File: src/rtl/lfc_pkg.sv
// Package: shared types and constants for the loop-filter counter.
// Assumes: a span code of zero always means "frozen".
package lfc_pkg;

    // Direction encoding of the dir_dn input.
    typedef enum logic {
        DIR_UP = 1'b0,
        DIR_DN = 1'b1
    } dir_e;

    // Wrap events produced by one counting step.
    typedef struct packed {
        logic carry;
        logic borrow;
    } wrap_t;

    localparam wrap_t WRAP_NONE = '{carry: 1'b0, borrow: 1'b0};

endpackage

File: src/rtl/lfc_modulus_decode.sv
// Module: turns the span code into a low-bit mask of the active modulus.
// Assumes: K = 2^(code + MIN_EXP - 1). Code 0 is inactive and yields an
// all-ones mask, so the held count is not folded while the counter is frozen.
module lfc_modulus_decode #(
    parameter int CODE_W  = 4,
    parameter int MIN_EXP = 3,
    parameter int CNT_W   = 17
) (
    input  logic [CODE_W-1:0] span_code,
    output logic [CNT_W-1:0]  mask,
    output logic              active
);
    localparam int EXP_OFS = MIN_EXP - 1;

    logic [CNT_W-1:0] mask_raw;

    // One comparator per count bit: the bit is live when it lies below the exponent.
    for (genvar b = 0; b < CNT_W; b++) begin : g_bit
        assign mask_raw[b] = ((int'(span_code) + EXP_OFS) > b);
    end

    // Select the live mask, or all ones when the counter is frozen.
    always_comb begin
        active = (span_code != '0);
        mask   = active ? mask_raw : '1;
    end
endmodule

File: src/rtl/lfc_step_core.sv
// Module: combinational next-count and wrap detection for one clock step.
// Assumes: the mask is a contiguous run of low ones. The stored count is folded
// through the mask before use, which is how a modulus change shrinks it.
module lfc_step_core
    import lfc_pkg::*;
#(
    parameter int CNT_W = 17
) (
    input  logic [CNT_W-1:0] cnt_q,
    input  logic [CNT_W-1:0] mask,
    input  logic             step_en,
    input  logic             dir_dn,
    output logic [CNT_W-1:0] cnt_d,
    output wrap_t            wrap_d
);
    logic [CNT_W-1:0] base;
    logic             at_top;
    logic             at_bot;

    // Fold the count into the current range and flag the two edges.
    always_comb begin
        base   = cnt_q & mask;
        at_top = (base == mask);
        at_bot = (base == '0);
    end

    // Compute the next count and the wrap event for this step.
    always_comb begin
        cnt_d  = base;
        wrap_d = WRAP_NONE;
        if (step_en) begin
            if (dir_e'(dir_dn) == DIR_DN) begin
                if (at_bot) begin
                    cnt_d         = mask;
                    wrap_d.borrow = 1'b1;
                end else begin
                    cnt_d = base - 1'b1;
                end
            end else begin
                if (at_top) begin
                    cnt_d        = '0;
                    wrap_d.carry = 1'b1;
                end else begin
                    cnt_d = base + 1'b1;
                end
            end
        end
    end
endmodule

File: src/rtl/lfc_state_reg.sv
// Module: count register and registered carry/borrow pulses.
// Assumes: synchronous active-low reset. Pulses last one cycle because
// wrap_d is recomputed on every edge.
module lfc_state_reg
    import lfc_pkg::*;
#(
    parameter int CNT_W = 17
) (
    input  logic             clk,
    input  logic             rst_n,
    input  logic [CNT_W-1:0] cnt_d,
    input  wrap_t            wrap_d,
    output logic [CNT_W-1:0] cnt_q,
    output wrap_t            wrap_q
);
    // Hold the count between steps.
    always_ff @(posedge clk) begin
        if (!rst_n) cnt_q <= '0;
        else        cnt_q <= cnt_d;
    end

    // Register the wrap event as a one-clock pulse pair.
    always_ff @(posedge clk) begin
        if (!rst_n) wrap_q <= WRAP_NONE;
        else        wrap_q <= wrap_d;
    end
endmodule

File: src/rtl/loop_filter_counter.sv
// Module: top of the programmable-length up/down loop-filter counter.
// Assumes: all inputs are synchronous to clk. span_code may change at any cycle.
module loop_filter_counter
    import lfc_pkg::*;
#(
    parameter int CODE_W  = 4,
    parameter int MIN_EXP = 3,
    parameter int CNT_W   = 17
) (
    input  logic              clk,
    input  logic              rst_n,
    input  logic              cnt_en,
    input  logic              dir_dn,
    input  logic [CODE_W-1:0] span_code,
    output logic              carry_pulse,
    output logic              borrow_pulse
);
    logic [CNT_W-1:0] mask;
    logic             active;
    logic             step_en;
    logic [CNT_W-1:0] cnt_q;
    logic [CNT_W-1:0] cnt_d;
    wrap_t            wrap_d;
    wrap_t            wrap_q;

    lfc_modulus_decode #(
        .CODE_W (CODE_W),
        .MIN_EXP(MIN_EXP),
        .CNT_W  (CNT_W)
    ) u_decode (
        .span_code(span_code),
        .mask     (mask),
        .active   (active)
    );

    // A step happens only when enabled and the span code is non-zero.
    always_comb step_en = cnt_en && active;

    lfc_step_core #(
        .CNT_W(CNT_W)
    ) u_core (
        .cnt_q  (cnt_q),
        .mask   (mask),
        .step_en(step_en),
        .dir_dn (dir_dn),
        .cnt_d  (cnt_d),
        .wrap_d (wrap_d)
    );

    lfc_state_reg #(
        .CNT_W(CNT_W)
    ) u_state (
        .clk   (clk),
        .rst_n (rst_n),
        .cnt_d (cnt_d),
        .wrap_d(wrap_d),
        .cnt_q (cnt_q),
        .wrap_q(wrap_q)
    );

    // Drive the pulse outputs from the registered wrap pair.
    always_comb begin
        carry_pulse  = wrap_q.carry;
        borrow_pulse = wrap_q.borrow;
    end
endmodule

File: config.mk
export PLATFORM = sky130hd
export DESIGN_NAME = loop_filter_counter
export DESIGN_NICKNAME = d
export VERILOG_FILES = /design/src/rtl/lfc_pkg.sv /design/src/rtl/lfc_modulus_decode.sv /design/src/rtl/lfc_step_core.sv /design/src/rtl/lfc_state_reg.sv /design/src/rtl/loop_filter_counter.sv
export SDC_FILE = /design/constraint.sdc
export NUM_CORES = 1
export LEC_CHECK = 0
export ABC_AREA = 1
export BUFFER_PORTS_ARGS = -buffer_cell sky130_fd_sc_hd__buf_2
export CAP_MARGIN = 20
export CORE_MARGIN = 3
export CORE_UTILIZATION = 40
export CTS_CLUSTER_DIAMETER = 40
export DETAILED_ROUTE_END_ITERATION = 8
export MAX_ROUTING_LAYER = met4
export SYNTH_ARGS = -nofsm -noshare
export SYNTH_HDL_FRONTEND = slang
export SYNTH_SLANG_ARGS = --single-unit
export TNS_END_PERCENT = 50
File: constraint.sdc
create_clock -name clk -period 2.6 [get_ports clk]
set_input_delay 0.26 -clock clk [delete_from_list [all_inputs] [get_ports clk]]
set_output_delay 0.26 -clock clk [all_outputs]
set_load 0.1 [all_outputs]
-- Word-level counts from Yosys, hierarchy flattened
Cells that the tools add are included.
- bits in registers: 19
- logic and storage cells: 39
- bits of input ports: 8
- multiplexer cells: 7
- bitwise operators: 3
- reductions and logical operators: 5
- magnitude comparators: 17
- eq/ne operators: 1
- add/subtract/negate cells: 3
- operator list (operator ; number):
    $gt A32 B5 Y1 const B ; 8
    $gt A32 B4 Y1 const B ; 4
    $mux W17 ; 5
    $gt A32 B3 Y1 const B ; 2
    $gt A32 B2 Y1 const B ; 1
    $gt A32 B6 Y1 const B ; 1
    $add A17 B1 Y17 const B ; 1
    $and A17 B17 Y17 ; 1
    $eq A17 B17 Y1 ; 1
    $logic_not A17 Y1 ; 1
    $sub A17 B1 Y17 const B ; 1
    $add A4 B2 Y5 const B ; 1
    $gt A5 B1 Y1 const B ; 1
    $reduce_bool A4 Y1 ; 1
    $reduce_and A3 Y1 ; 1
    $reduce_or A3 Y1 ; 1
    $mux W1 ; 2
    $not A1 Y1 ; 2
    $logic_and A1 B1 Y1 ; 1

-- Logic depth before layout (Yosys ltp)
- depth in word-level cells: 8
- depth in mapped cells: 20
- mapped depth without buffers: 20

-- Modules after synthesis
A second synthesis with hierarchy kept.
- cell total of the unflattened synthesis: 506
- area, all modules: 2581.2 um^2
- by module, submodules not included (module ; cells an instance ; instances ; area each (um^2)):
    lfc_step_core ; 385 ; 1 ; 1724.2
    lfc_state_reg ; 59 ; 1 ; 556.8
    lfc_modulus_decode ; 60 ; 1 ; 292.8
    loop_filter_counter ; 2 ; 1 ; 7.5

-- Least setup slack after synthesis
Ideal clock, no wire load.
- path type: input port to flip-flop
- start point: input span_code[1]
- end point: register u_state.cnt_q[13]
- setup slack: 0.422 ns
- arrival time: 2.069 ns
- setup time: 0.109 ns
- stages: 17
- cells stage by stage: inv_1 ha_1 nand2_1 inv_1 nand2_1 o21ai_1 nand2_2 nand3_2 nor2_4 nand2_4 clkinv_2 nand2_1 nand3_1 nand2_1 nand3_1 nand2_1 inv_1
- word-level cells in the longest chain between the ends: 8
- elaborated cells between the ends (all ways): 30
- those cells by class: 3 x add/sub; 17 x order compare; 1 x eq/ne; 5 x mux; 1 x bitwise; 3 x reduce/logical
- RTL lines (element ; line ; RTL):
    from (decl) ; loop_filter_counter.sv:14 ; input logic [CODE_W-1:0] span_code,
    $add A4 B2 Y5 ; lfc_modulus_decode.sv:19 ; assign mask_raw[b] = ((int'(span_code) + EXP_OFS) > b);
    $gt A32 B2 Y1, or another cell as far along ; lfc_modulus_decode.sv:19 ;
    $mux W17 ; lfc_modulus_decode.sv:25 ; mask = active ? mask_raw : '1;
    $and A17 B17 Y17 ; lfc_step_core.sv:22 ; base = cnt_q & mask;
    $add A17 B1 Y17, or another cell as far along ; lfc_step_core.sv:44 ; cnt_d = base + 1'b1;
    $mux W17 (on tied branches) ; lfc_step_core.sv:40, lfc_step_core.sv:33 ;
    $mux W17 ; lfc_step_core.sv:32 ; if (dir_e'(dir_dn) == DIR_DN) begin
    $mux W17 * ; lfc_step_core.sv:31 ; if (step_en) begin
    to (signal assigned) ; lfc_state_reg.sv:19 ; else cnt_q <= cnt_d;
    to (decl) ; lfc_state_reg.sv:13 ; output logic [CNT_W-1:0] cnt_q,
Every way passes the cells marked *; elsewhere a longest branch is shown, timed or not.
A chain may end at the register's enable or synchronous reset.

-- Final worst setup path
- start point: input span_code[2]
- end point: register u_state.cnt_q[14]
The elaborated chain is that of the path after synthesis.

==> flow_metrics.env <==
export IMPL_stdcell_count=529
export IMPL_avgSynthCellArea_um2=5.68
export IMPL_antenna_found_initial=0
export IMPL_path_clk_slew_ns=0.09
export IMPL_ys_flop_type="dfxtp_1"
export IMPL_cp_data_required_time_ns=2.78
export IMPL_hpwlAfterDp_um=6380
export IMPL_power_density_nw_per_um2=423
export IMPL_tritoncts="yes"
export IMPL_worstMarginPinSlew_ns=0.681
export IMPL_holdBufCountCts=0
export IMPL_fp_dieW_um=83.9
export IMPL_grt_pass1_vias=2673
export IMPL_r2r_slack_ns=0.72
export IMPL_port_buffers=9
export IMPL_clk_path_buf_depth=2
export IMPL_period_needed_ns=2.32
export IMPL_grt_first_pass_wirelength_um=13500
export IMPL_synth_cells=427
export IMPL_syn2layout_area_growth_pct=13.2
export IMPL_fillerInstances=620
export IMPL_grt_overflow_total=0
export IMPL_clk_latency_ns=0.27
export IMPL_cts_sinks=19
export IMPL_rows=27
export IMPL_crit_fanout=8
export IMPL_die_h_um=83.9
export IMPL_syn_nets=441
export IMPL_io_pins=10
export IMPL_syn_area_um2=2420
export IMPL_synth_seq_cells=19
export IMPL_skew_ns=0.00216
export IMPL_vdd_ir_drop_max_mv=0.218
export IMPL_post_cts_setup_buffer_count=0
export IMPL_worstPathArrival_ns=2.50
export IMPL_leakagePower_nw=1.47
export IMPL_grt_max_degree=20
export IMPL_synthArstFlopShare=0
export IMPL_seq_area_frac_synth=0.157
export IMPL_min_path_type="in -> reg"
export IMPL_drive_gt1_frac=0.197
export IMPL_setup_violations=0
export IMPL_drt_iter0_drc=265
export IMPL_core_um2=5680
export IMPL_outcome="finished, final reports clean"
export IMPL_cts_max_level=1
export IMPL_grtUsageTotal=0.245
export IMPL_finalCritPeriodShare=0.894
export IMPL_fmax_mhz=430
export IMPL_start_util=0.427
export IMPL_n_antenna_cell=0
export IMPL_cp_end_kind="register"
export IMPL_die_area_um2=7030
export IMPL_synth_edf_count=0
export IMPL_rsz0062_at_grt="no"
export IMPL_cts_made_buffers=3
export IMPL_drv_slew=0
export IMPL_fin_hold_ws_ns=0.358
export IMPL_routed_wl_um=8200
export IMPL_hold_viol=0
export IMPL_drt_pass1_iterations=5
export IMPL_yosysUniqueCellTypes=37
export IMPL_viasPerCell=5.41
export IMPL_finalPower_mw=1.16
export IMPL_cts_resized=0
export IMPL_globalplace_congestion=1.00
export IMPL_dp_cells=525
export IMPL_nNetsFinal=472
export IMPL_drv_cap=0
export IMPL_yosys_warnings=0
export IMPL_criticalPathCategory="in -> reg"
export IMPL_maxSlewHeadroom=0.546
export IMPL_vias=2860
export IMPL_critPathLaunchType="input port"
export IMPL_post_route_drc_count=0
export IMPL_post_route_util=0.484
export IMPL_avgRoutedWirePerCell_um=15.5
export IMPL_cts_root_buf="clkbuf_8"
export IMPL_finalSetupTns_ns=0
export IMPL_postRouteAntennaNets=0
-- cells in the mapped netlist, types with 2 or more instances --
cell type,count,share of area
nor3_1,7,0.014
nand4_1,7,0.018
nand3_1,48,0.099
a21oi_2,3,0.011
o21ai_0,21,0.043
ha_1,6,0.031
o21ai_2,2,0.0072
nand2_2,19,0.049
nor2_1,30,0.046
dfxtp_1,19,0.16
nor2_4,2,0.0093
clkinv_1,2,0.0031
xor2_1,8,0.029
a31oi_1,3,0.0077
inv_1,60,0.093
nand2_1,122,0.19
nand2_4,6,0.028
nand3b_1,2,0.0062
o211ai_1,4,0.012
nor2_2,7,0.018
buf_2,2,0.0041
inv_2,4,0.0062
clkbuf_1,2,0.0031
nand3_2,5,0.021
a21oi_1,19,0.039
o21ai_1,6,0.012
-- cells in the final DEF, fill, tap and decap left out, types with 2 or more instances in the layout --
master	instances
a21oi_2	3
nor2_2	7
o21ai_2	2
inv_1	60
nand3_1	48
nand2_2	19
nand3_2	5
clkinv_1	2
dfxtp_1	19
nand2_4	6
o21ai_0	21
a21oi_1	19
buf_4	23
o211ai_1	4
buf_2	9
inv_2	4
a31oi_1	3
clkbuf_8	3
nor3_1	7
o21ai_1	6
nand3b_1	2
nor2_4	2
nor2_1	30
nand2_1	122
xor2_1	8
nand4_1	7
ha_1	6
-- flip-flops by register name, summed over array words and instances (netlist names) --
register,count
u_state.wrap_q,2
u_state.cnt_q,17
-- area by class of cell --
class                           instances  area (um^2)  share of cell area
Multi-Input combinational cell        334         1750               0.639
Sequential cell                        19          380               0.139
Inverter                               68          259              0.0943
Timing Repair Buffer                   32          218              0.0793
Tap cell                               72         90.1              0.0328
Clock buffer                            4         45.0              0.0164
-- kinds of logic (layout without fill, tap and decap cells) --
| logic type | after synthesis | count (layout) | synth area share |
|---|---|---|---|
| compound gates | 60 | 60 | 0.141 |
| xor+xnor | 8 | 8 | 0.0289 |
| fa+ha+maj | 6 | 6 | 0.0310 |
| buf+inv | 74 | 104 | 0.120 |
| flops | 19 | 19 | 0.157 |
| simple gates | 260 | 260 | 0.522 |
-- final timing paths --
kind	cells past startpoint	endpoint	startpoint
worst max-delay path	20	u_state.cnt_q[14]	span_code[2]
worst min-delay path	3	u_state.cnt_q[5]	rst_n
worst max register to register	13	u_state.cnt_q[14]	u_state.cnt_q[0]
worst min register to register	3	u_state.cnt_q[0]	u_state.cnt_q[0]
-- critical path, stage by stage --
cell	delay (ns)
buf_2	0.13
ha_1	0.22
inv_1	0.08
nand2_1	0.08
nand2_4	0.16
nor2_8	0.06
nand2_2	0.11
nand2_2	0.08
inv_1	0.09
ha_1	0.18
inv_1	0.10
nor2_2	0.24
and2_2	0.24
nand3_1	0.10
nor2_1	0.09
nor2_1	0.04
nand2_1	0.06
nand3_1	0.07
nand2_1	0.08
inv_1	0.03
-- report_power, final --
part	internal (mW)	leakage, nW	total, mW	switching (mW)
clock network	0.110	0.0228	0.236	0.126
registers	0.314	0.157	0.330	0.0166
logic	0.201	1.29	0.594	0.393
total	0.625	1.47	1.16	0.535
-- metrics by stage --
stage                     instance area, um^2  worst slack (ns)
after CTS                                2750             0.318
final                                    2750             0.276
after detailed placement                 2700            0.0423
after global routing                     2750            0.0155
after floorplan                          2420             0.422
after global placement                   2700            0.0431
-- metal layers --
layer  wire (um)  up-vias  track usage
met1        3690     1279        0.328
met3         667       18       0.0405
met5           0        -            -
li1            -     1425            -
met4         202        0       0.0702
met2        3640      138        0.378
Power figures use the tool's default switching activity.
